==> config.mk <==
export PLATFORM = sky130hd
export DESIGN_NAME = bm_decomp
export DESIGN_NICKNAME = d
export VERILOG_FILES = /design/src/rtl/bmd_pkg.sv /design/src/rtl/bmd_dict_ram.sv /design/src/rtl/bmd_bitbuf.sv /design/src/rtl/bmd_entry_dec.sv /design/src/rtl/bm_decomp.sv
export SDC_FILE = /design/constraint.sdc
export NUM_CORES = 1
export LEC_CHECK = 0
export ABC_AREA = 1
export BUFFER_PORTS_ARGS = -buffer_cell sky130_fd_sc_hd__buf_4
export CORE_ASPECT_RATIO = 1.4
export CORE_MARGIN = 2
export CORE_UTILIZATION = 30
export DETAILED_ROUTE_END_ITERATION = 8
export PLACE_DENSITY_LB_ADDON = 0.1
export SLEW_MARGIN = 40
export SYNTH_ARGS = -nofsm -noshare
export SYNTH_HDL_FRONTEND = slang
export SYNTH_HIERARCHICAL = 1
export SYNTH_SLANG_ARGS = --single-unit
==> constraint.sdc <==
create_clock -name clk -period 5.92 [get_ports clk]
set_input_delay 0 -clock clk [delete_from_list [all_inputs] [get_ports clk]]
set_output_delay 0 -clock clk [all_outputs]
set_load 0.03 [all_outputs]
==> src/rtl/bmd_pkg.sv <==
package bmd_pkg;
  typedef enum logic [1:0] {
    ENT_RAW    = 2'd0,
    ENT_HIT    = 2'd1,
    ENT_MASKED = 2'd2
  } ent_kind_e;
endpackage

==> src/rtl/bmd_dict_ram.sv <==
module bmd_dict_ram #(
  parameter int W     = 8,
  parameter int DEPTH = 2,
  parameter int AW    = 1
) (
  input  logic          clk,
  input  logic          we,
  input  logic [AW-1:0] waddr,
  input  logic [W-1:0]  wdata,
  input  logic          re,
  input  logic [AW-1:0] raddr,
  output logic [W-1:0]  rdata
);
  logic [W-1:0] mem [DEPTH];

  // single write port plus registered read with enable: block RAM shape
  always_ff @(posedge clk) begin
    if (we) mem[waddr] <= wdata;
    if (re) rdata <= mem[raddr];
  end
endmodule

==> src/rtl/bmd_bitbuf.sv <==
module bmd_bitbuf #(
  parameter int IN_W   = 16,
  parameter int HEAD_W = 9,
  parameter int CNT_W  = 6
) (
  input  logic              clk,
  input  logic              rst,
  input  logic              flush,
  input  logic              in_valid,
  input  logic [IN_W-1:0]   in_word,
  output logic              in_ready,
  input  logic              take,
  input  logic [CNT_W-1:0]  take_len,
  output logic [HEAD_W-1:0] head,
  output logic [CNT_W-1:0]  cnt
);
  localparam int BUF_W = 2 * IN_W;
  localparam logic [CNT_W-1:0] ROOM = CNT_W'(BUF_W - IN_W);
  localparam logic [CNT_W-1:0] WORD = CNT_W'(IN_W);
  localparam logic [CNT_W-1:0] FULL = CNT_W'(BUF_W);

  logic [BUF_W-1:0] bits_q, bits_d;
  logic [CNT_W-1:0] cnt_d, rem;
  logic [CNT_W-1:0] used;
  logic [BUF_W-1:0] drained;

  assign in_ready = !flush && (cnt <= ROOM);
  assign head     = bits_q[BUF_W-1 -: HEAD_W];

  always_comb begin
    used    = take ? take_len : '0;
    rem     = cnt - used;
    drained = bits_q << used;
    bits_d  = drained;
    cnt_d   = rem;
    if (in_valid && in_ready) begin
      bits_d = drained | ({in_word, {IN_W{1'b0}}} >> rem);
      cnt_d  = rem + WORD;
    end
  end

  always_ff @(posedge clk) begin
    if (rst || flush) begin
      bits_q <= '0;
      cnt    <= '0;
    end else begin
      bits_q <= bits_d;
      cnt    <= cnt_d;
    end
  end

  p_cnt_bound_r10: assert property (@(posedge clk) disable iff (rst)
    cnt <= FULL);
  p_take_fit_r4: assert property (@(posedge clk) disable iff (rst)
    take |-> (take_len <= cnt));
  p_refill_r10: assert property (@(posedge clk) disable iff (rst)
    (in_valid && in_ready && !take) |=> (cnt == $past(cnt) + WORD));
endmodule

==> src/rtl/bmd_entry_dec.sv <==
module bmd_entry_dec
  import bmd_pkg::*;
#(
  parameter int VEC_W  = 8,
  parameter int IDX_W  = 1,
  parameter int POS_W  = 3,
  parameter int HEAD_W = 9,
  parameter int CNT_W  = 6
) (
  input  logic [HEAD_W-1:0] head,
  input  logic [CNT_W-1:0]  cnt,
  output logic              ok,
  output logic [CNT_W-1:0]  len,
  output ent_kind_e         kind,
  output logic [IDX_W-1:0]  idx,
  output logic [POS_W-1:0]  pos,
  output logic [1:0]        pat,
  output logic [VEC_W-1:0]  raw
);
  localparam logic [CNT_W-1:0] LEN_RAW = CNT_W'(1 + VEC_W);
  localparam logic [CNT_W-1:0] LEN_HIT = CNT_W'(2 + IDX_W);
  localparam logic [CNT_W-1:0] LEN_MSK = CNT_W'(4 + POS_W + IDX_W);

  logic lit_flag, exact_flag;

  assign lit_flag   = head[HEAD_W-1];
  assign exact_flag = head[HEAD_W-2];
  assign raw        = head[HEAD_W-2 -: VEC_W];
  assign pos        = head[HEAD_W-3 -: POS_W];
  assign pat        = head[HEAD_W-3-POS_W -: 2];

  always_comb begin
    if (lit_flag) begin
      kind = ENT_RAW;
      len  = LEN_RAW;
      idx  = '0;
    end else if (exact_flag) begin
      kind = ENT_HIT;
      len  = LEN_HIT;
      idx  = head[HEAD_W-3 -: IDX_W];
    end else begin
      kind = ENT_MASKED;
      len  = LEN_MSK;
      idx  = head[HEAD_W-5-POS_W -: IDX_W];
    end
    // flags are only meaningful once the bits exist; unfilled bits read 0
    ok = (cnt != '0) && (cnt >= len);
  end
endmodule

==> src/rtl/bm_decomp.sv <==
module bm_decomp
  import bmd_pkg::*;
#(
  parameter int VEC_W      = 8,
  parameter int DICT_DEPTH = 2,
  parameter int IN_W       = 16,
  localparam int IDX_W     = (DICT_DEPTH > 1) ? $clog2(DICT_DEPTH) : 1
) (
  input  logic             clk,
  input  logic             rst,
  input  logic             dict_we,
  input  logic [IDX_W-1:0] dict_addr,
  input  logic [VEC_W-1:0] dict_wdata,
  input  logic             in_valid,
  input  logic [IN_W-1:0]  in_word,
  output logic             in_ready,
  input  logic             flush,
  output logic             out_valid,
  output logic [VEC_W-1:0] out_vec,
  input  logic             out_ready
);
  localparam int POS_W   = $clog2(VEC_W);
  localparam int RAW_LEN = 1 + VEC_W;
  localparam int MSK_LEN = 4 + POS_W + IDX_W;
  localparam int HEAD_W  = (RAW_LEN > MSK_LEN) ? RAW_LEN : MSK_LEN;
  localparam int BUF_W   = 2 * IN_W;
  localparam int CNT_W   = $clog2(BUF_W + 1);

  logic [HEAD_W-1:0] head;
  logic [CNT_W-1:0]  cnt, dec_len;
  logic              dec_ok, take, s2_go;
  ent_kind_e         dec_kind;
  logic [IDX_W-1:0]  dec_idx;
  logic [POS_W-1:0]  dec_pos;
  logic [1:0]        dec_pat;
  logic [VEC_W-1:0]  dec_raw;
  logic [VEC_W+1:0]  mask_wide;
  logic [VEC_W-1:0]  dec_mask;
  logic [VEC_W-1:0]  dict_q;

  logic              s1_v;
  ent_kind_e         s1_kind;
  logic [VEC_W-1:0]  s1_raw, s1_mask;

  bmd_bitbuf #(.IN_W(IN_W), .HEAD_W(HEAD_W), .CNT_W(CNT_W)) u_buf (
    .clk(clk), .rst(rst), .flush(flush),
    .in_valid(in_valid), .in_word(in_word), .in_ready(in_ready),
    .take(take), .take_len(dec_len), .head(head), .cnt(cnt)
  );

  bmd_entry_dec #(.VEC_W(VEC_W), .IDX_W(IDX_W), .POS_W(POS_W),
                  .HEAD_W(HEAD_W), .CNT_W(CNT_W)) u_dec (
    .head(head), .cnt(cnt), .ok(dec_ok), .len(dec_len), .kind(dec_kind),
    .idx(dec_idx), .pos(dec_pos), .pat(dec_pat), .raw(dec_raw)
  );

  bmd_dict_ram #(.W(VEC_W), .DEPTH(DICT_DEPTH), .AW(IDX_W)) u_dict (
    .clk(clk), .we(dict_we), .waddr(dict_addr), .wdata(dict_wdata),
    .re(take), .raddr(dec_idx), .rdata(dict_q)
  );

  // positioned 2-bit mask, MSB-relative; bits pushed past the LSB fall away
  assign mask_wide = {dec_pat, {VEC_W{1'b0}}} >> dec_pos;
  assign dec_mask  = (dec_kind == ENT_MASKED) ? mask_wide[VEC_W+1:2] : '0;

  assign s2_go = s1_v && (!out_valid || out_ready);
  assign take  = !flush && dec_ok && (!s1_v || s2_go);

  // stage 1: fields registered alongside the dictionary read
  always_ff @(posedge clk) begin
    if (rst || flush) begin
      s1_v <= 1'b0;
    end else if (take) begin
      s1_v <= 1'b1;
    end else if (s2_go) begin
      s1_v <= 1'b0;
    end
    if (take) begin
      s1_kind <= dec_kind;
      s1_raw  <= dec_raw;
      s1_mask <= dec_mask;
    end
  end

  // stage 2: registered output
  always_ff @(posedge clk) begin
    if (rst || flush) begin
      out_valid <= 1'b0;
      out_vec   <= '0;
    end else if (s2_go) begin
      out_valid <= 1'b1;
      out_vec   <= (s1_kind == ENT_RAW) ? s1_raw : (dict_q ^ s1_mask);
    end else if (out_ready) begin
      out_valid <= 1'b0;
    end
  end

  p_hold_r6: assert property (@(posedge clk) disable iff (rst)
    (out_valid && !out_ready && !flush) |=> (out_valid && $stable(out_vec)));
  p_flush_drop_r7: assert property (@(posedge clk) disable iff (rst)
    flush |=> (!out_valid && !s1_v && (cnt == '0)));
  p_no_take_flush_r7: assert property (@(posedge clk) disable iff (rst)
    flush |-> (!take && !in_ready));
  p_stage_advance_r5: assert property (@(posedge clk) disable iff (rst)
    (s1_v && out_ready && !flush) |=> out_valid);
endmodule

==> results of run 1 <==
how the worst max path moves through the flow:
stage	endpoint	slack, ns	cells past startpoint
floorplan	u_buf/bits_q[9]	1.51	27
global placement	u_buf/bits_q[15]	1.47	22
detailed placement	u_buf/bits_q[0]	1.41	21
CTS	u_buf/bits_q[15]	1.40	22
global route	u_buf/bits_q[21]	0.92	21
finish	u_buf/bits_q[15]	1.41	22
power breakdown:
| group | total (uW) | internal, uW | switching, uW |
|---|---|---|---|
| sequential | 678 | 668 | 10.1 |
| clock | 589 | 330 | 260 |
| combinational | 203 | 68.1 | 135 |
| total | 1470 | 1070 | 405 |
worst min-delay path: stages:
cell and delay (ns):
buf_4 0.11, inv_1 0.04, nor2_1 0.07, inv_1 0.07, a21oi_1 0.06
metrics by stage:
stage                     std cells  total power (uW)  util, %  setup WS, ns  instance area [um^2]
after floorplan                1092               828        -          1.51                  6810
after global placement         1363               889     31.6          1.47                  7090
after detailed placement       1363               888     31.6          1.41                  7090
after CTS                      1392              1490     33.5          1.40                  7520
after global routing           1392              1540     33.5         0.925                  7520
final                          1392              1470     33.5          1.41                  7520
cell usage after synthesis, types with 4 or more instances:
master and count:
nand2_1 377, nand3_1 222, inv_1 88, nor2_1 87
dfxtp_1 48, a21oi_1 45, edfxtp_1 42, buf_4 29
o21ai_1 24, buf_2 20, clkbuf_1 19, inv_2 12
o21ai_0 11, ha_1 9, o211ai_1 6, clkinv_1 5
buf_1 4, nand2_2 4, nand2_4 4, nand4_1 4
metal layers:
layer | global-route usage [%] | vias to the layer above | share of wire, %
li1 | - | 3496 | -
met1 | 20.6 | 3163 | 40
met4 | 8.61 | 0 | 3.9
met2 | 37.3 | 172 | 54
met5 | 0 | - | 0
met3 | 2.06 | 44 | 2.5
kinds of logic (layout without fill, tap and decap cells):
group	Yosys count	count (layout)	share of synthesized area, %
AND/OR/NAND/NOR	712	712	45.0
buffers and inverters	180	179	12.2
AO/OA/AOI/OAI	92	92	7.26
flip-flops	90	90	32.7
adder cells (fa/ha/maj)	10	10	1.95
XOR/XNOR	5	5	0.864
other	1	3	0.0551
final cells by class:
type | count | share of cell area [%]
Sequential cell | 90 | 29.6
Multi-Input combinational cell | 822 | 50.0
Clock buffer | 9 | 3.00
Timing Repair Buffer | 58 | 6.22
Clock inverter | 7 | 0.998
Tap cell | 301 | 5.01
Inverter | 105 | 5.24
flip-flops by register name, summed over array words and instances (netlist names):
signal,flops
u_dict/rdata,8
out_valid,1
out_vec,8
s1_kind,2
s1_mask,8
u_buf/cnt,6
s1_raw,8
u_dict/mem,16
u_buf/bits_q,32
s1_v,1
timing repair:
action | in CTS | in global routing
setup endpoints to repair | 0 | 0
hold buffers | 13 | 0
hold endpoints to repair | 26 | 0
==> results.sh, run 1 <==
export IMPL_period_share_pct=76.2
export IMPL_htreeDepth=3
export IMPL_clk_pin_slew_worst_paths_ns=0.06
export IMPL_outcome="complete, no violations"
export IMPL_die_width_um=131
export IMPL_rsz0062_at_grt="false"
export IMPL_postCtsResizedCells=0
export IMPL_root_buffer="clkbuf_16"
export IMPL_row_count=65
export IMPL_clkLatencyLatePin_ns=0.35
export IMPL_r2r_slack_ns=1.41
export IMPL_slew_violations=0
export IMPL_crit_path_top_delay_cell="fa_1"
export IMPL_fin_setup_tns_ns=0
export IMPL_yosysTopAreaCell="nand2_1"
export IMPL_max_slew_worst_pin_slew_ns=1.32
export IMPL_yosysSeqAreaShare_pct=32.7
export IMPL_final_antenna_net_count=0
export IMPL_fin_crit_ns=4.51
export IMPL_final_common_cell="nand2_1"
export IMPL_end_kind="flip-flop"
export IMPL_vias=6875
export IMPL_dr_pass1_iters=5
export IMPL_drt_initial_drc_count=526
export IMPL_path_max_fanout=29
export IMPL_cp_startpoint="u_buf/bits_q[31]"
export IMPL_clock_sinks=90
export IMPL_power_density_nw_per_um2=196
export IMPL_cts_buffer_depth=2
export IMPL_cp_slowest_stage_delay_ns=0.77
export IMPL_core_area_um2=22400
export IMPL_p_leak_uw=0.00359
export IMPL_slew_headroom_pct=12.0
export IMPL_worstHoldStart="in_valid"
export IMPL_multi_input_area_um2=3760
export IMPL_worstReg2RegEnd="u_buf/bits_q[15]"
export IMPL_start_util_pct=30.3
export IMPL_required_ns=6.13
export IMPL_synth_cells=1090
export IMPL_wirelength_mm=23.0
export IMPL_finClkSkew_ns=0.00870
export IMPL_area_growth_syn_to_layout_pct=10.5
export IMPL_setup_viol=0
export IMPL_seq_area_um2=2220
export IMPL_yosys_warnings=6
export IMPL_grt_max_degree=52
export IMPL_grt_total_usage_pct=19.1
export IMPL_io_pins=41
export IMPL_ir_drop_mv=0.122
export IMPL_maxCapViolations=0
export IMPL_cts_setup_buffers=0
export IMPL_syn_area_per_cell_um2=6.24
export IMPL_port_buffers=40
export IMPL_fill_cells=2568
export IMPL_viasPerCell=4.94
export IMPL_cp_cell_sequence="nor2_1 > inv_1 > ha_1 > inv_1 > nand2_1 > nand2_1 > nand2_1 > nand2_1 > a21oi_1 > nand3_1 > inv_1 > nand2_1 > inv_2 > fa_1 > inv_2 > nand3_1 > nand2_1 > nand2_1 > nand3_1 > nand3_1 > nand2_1 > a21oi_1"
export IMPL_grt_overflow_total=0
export IMPL_antenna_found_initial=0
export IMPL_netlist_area_leader_share_pct=20.8
export IMPL_grt_pass1_wl_mm=35.4
export IMPL_drive_gt1_share_pct=8.52
export IMPL_r2r_start="u_buf/bits_q[31]"
export IMPL_diodes=0
export IMPL_cts_buffers=9
export IMPL_async_reset_ff_share_pct=0
export IMPL_grt_pass1_vias=6430
export IMPL_die_area_um2=23900
export IMPL_fmax_ghz=0.222
export IMPL_synth_area_um2=6810
export IMPL_layout_common_cells="377 x nand2_1, 222 x nand3_1, 88 x inv_1"
export IMPL_synth_ff_type="dfxtp_1"
export IMPL_critPathKind="reg2reg"
export IMPL_synth_cell_types=42
export IMPL_hold_slack_ns=0.0394
export IMPL_hold_depth=5
export IMPL_min_path_type="in2reg"
export IMPL_crit_family="simple AND/OR/NAND/NOR gates"
export IMPL_reg2reg_depth=22
export IMPL_finalHoldViolCount=0
export IMPL_arrival_ns=4.72
export IMPL_wl_per_cell_um=16.5
export IMPL_yosys_top_cells_area="nand2_1 21%, edfxtp_1 19%, nand3_1 16%"
export IMPL_crit_buf_inv=5
export IMPL_tritoncts="built"
export IMPL_drc=0
export IMPL_crit_path_frequent_cell="nand2_1"
export IMPL_min_to="u_buf/cnt[4]"
export IMPL_place_congestion=0.887
export IMPL_cp_start_kind="flip-flop"
export IMPL_synth_seq_cells=90
export IMPL_nNetsFinal=1127
export IMPL_die_h_um=182
export IMPL_dp_hpwl_mm=17.6
export IMPL_synth_edf_count=42
Note: power is estimated with default switching activity, not from simulation.
==> inputs of run 2 (changes only) <==
Clock period 5.92 ns to 3.7 ns, I/O delays scaled along.
==> results.sh, run 2 (synthesis results as in run 1) <==
export IMPL_outcome="complete, no violations"
export IMPL_max_slew_worst_pin_slew_ns=1.31
export IMPL_setup_viol=0
export IMPL_root_buffer="clkbuf_16"
export IMPL_internal_power_uw=1710
export IMPL_arrival_ns=3.73
export IMPL_grt_pass1_vias=6592
export IMPL_area_growth_syn_to_layout_pct=13.7
export IMPL_cp_slowest_stage_delay_ns=0.68
export IMPL_maxCapViolations=0
export IMPL_grt_pass1_wl_mm=35.6
export IMPL_slew_violations=0
export IMPL_place_inst=1375
export IMPL_sw_frac_of_total_pct=27.1
export IMPL_vias=6748
export IMPL_crit_path_frequent_cell="nand3_1"
export IMPL_drive_gt1_share_pct=11.3
export IMPL_antenna_found_initial=0
export IMPL_final_cells=1408
export IMPL_dp_hpwl_mm=17.5
export IMPL_seqPwrFrac_pct=46.3
export IMPL_drt_initial_drc_count=461
export IMPL_grt_total_usage_pct=19.2
export IMPL_port_buffers=40
export IMPL_finalHoldViolCount=0
export IMPL_p_leak_uw=0.00369
export IMPL_crit_family="simple AND/OR/NAND/NOR gates"
export IMPL_p_switching_uw=636
export IMPL_critPathKind="reg2reg"
export IMPL_min_path_type="in2reg"
export IMPL_period_share_pct=93.4
export IMPL_grt_max_degree=50
export IMPL_wirelength_mm=22.7
export IMPL_power_density_nw_per_um2=303
export IMPL_drc=0
export IMPL_wl_per_cell_um=16.1
export IMPL_largest_reg_flops=32
export IMPL_regMostFlops="u_buf/bits_q"
export IMPL_fin_crit_ns=3.46
export IMPL_pwr_share_comb_pct=14.4
export IMPL_place_congestion=0.890
export IMPL_crit_path_top_delay_cell="fa_2"
export IMPL_layout_common_cells="375 x nand2_1, 221 x nand3_1, 86 x nor2_1"
export IMPL_cts_buffer_depth=2
export IMPL_grt_overflow_total=0
export IMPL_final_antenna_net_count=0
export IMPL_slew_headroom_pct=12.8
export IMPL_diodes=0
export IMPL_io_pins=41
export IMPL_placed_area_um2=7280
export IMPL_clockPowerShare_pct=39.3
export IMPL_required_ns=3.97
export IMPL_clk_pin_slew_worst_paths_ns=0.07
export IMPL_final_common_cell="nand2_1"
export IMPL_fin_total_pwr_uw=2350
export IMPL_clock_sinks=90
export IMPL_die_area_um2=23900
export IMPL_end_kind="flip-flop"
export IMPL_cp_start_kind="flip-flop"
export IMPL_reg_top3="u_buf/bits_q: 32 flops, u_dict/mem: 16 flops"
export IMPL_clkLatencyLatePin_ns=0.34
export IMPL_tritoncts="built"
export IMPL_viasPerCell=4.79
export IMPL_die_width_um=131
export IMPL_htreeDepth=3
export IMPL_crit_buf_inv=5
export IMPL_ir_drop_mv=0.176
export IMPL_core_area_um2=22400
export IMPL_path_max_fanout=12
export IMPL_cts_buffers=9
export IMPL_die_h_um=182
export IMPL_final_area_um2=7740
export IMPL_cp_cell_sequence="inv_2 > nor2_4 > inv_1 > ha_1 > nand2_1 > nand2_1 > nand2_1 > a21oi_1 > nand3_1 > clkinvlp_4 > nand3_2 > inv_1 > fa_2 > buf_6 > nand3_1 > nand3_1 > nand3_1 > nand3_1 > nand2_1 > a21oi_1"
export IMPL_fmax_ghz=0.289
export IMPL_row_count=65
export IMPL_finClkSkew_ns=0.00727
export IMPL_finish_utilization_pct=34.5
export IMPL_start_util_pct=30.3
export IMPL_dr_pass1_iters=5
export IMPL_nNetsFinal=1143
run 2: cell types whose count changed in the layout (fill, tap and decap cells not counted), sizes merged:
cell / before / now
buf: 45 / 64
dlygate4sd3: 13 / 10
clkinv: 7 / 9
inv: 102 / 100
run 2: timing repair:
action,in CTS,in global routing
endpoints found under the setup margin,0,23
gates resized for setup,0,5
buffers inserted,0,7
hold endpoints to repair,26,0
hold buffers,10,0
run 2: path summary, 6_finish.rpt:
| kind | start | endpoint | slack (ns) | cells past startpoint |
|---|---|---|---|---|
| min | flush | out_vec[5] | 0.01 | 4 |
| max | u_buf/bits_q[30] | u_buf/bits_q[14] | 0.24 | 20 |
| max reg2reg | u_buf/bits_q[30] | u_buf/bits_q[14] | 0.24 | 20 |
| min reg2reg | u_buf/bits_q[30] | s1_raw[7] | 0.51 | 0 |
run 2: layout make-up:
cell class                      count  area (um^2)
Fill cell                        2575        14700
Multi-Input combinational cell    822         3840
Sequential cell                    90         2220
Timing Repair Buffer               74          597
Inverter                          105          405
Tap cell                          301          377
Clock buffer                        9          225
Clock inverter                      7         68.8
run 2: metal layers:
| metal | global-route usage (%) | routed length, um | share of wire (%) |
|---|---|---|---|
| met1 | 20.7 | 8890 | 39 |
| met2 | 36.5 | 12000 | 53 |
| met3 | 2.11 | 613 | 2.7 |
| met4 | 10.7 | 1160 | 5.1 |
| met5 | 0 | 0 | 0 |
run 2: worst register-to-register path: stages, from the launching register on:
cell	delay [ns]
dfxtp_2	0.39
inv_2	0.07
nor2_4	0.14
inv_1	0.06
ha_1	0.26
nand2_1	0.07
nand2_1	0.05
nand2_1	0.05
a21oi_1	0.06
nand3_1	0.14
clkinvlp_4	0.21
nand3_2	0.16
inv_1	0.07
fa_2	0.68
buf_6	0.19
nand3_1	0.18
nand3_1	0.17
nand3_1	0.09
nand3_1	0.10
nand2_1	0.12
a21oi_1	0.15
run 2: power groups by stage:
stage / Combinational, uW / Sequential, uW / Clock [uW]
2_1_floorplan: 235 / 1100 / 0
3_3_place_gp: 323 / 1110 / 0
3_5_place_dp: 321 / 1110 / 0
4_1_cts: 332 / 1090 / 944
5_1_grt: 381 / 1090 / 979
6_report: 339 / 1090 / 923
run 2: stage by stage:
| step | hold WS, ns | worst slack (ns) | setup TNS (ns) |
|---|---|---|---|
| floorplan | 0.0989 | -0.000703 | -0.00304 |
| global placement | 0.188 | 0.193 | 0 |
| detailed placement | 0.189 | 0.167 | 0 |
| CTS | 0.0145 | 0.123 | 0 |
| global route | 0.0409 | -0.00639 | -0.00680 |
| finish | 0.0123 | 0.244 | 0 |
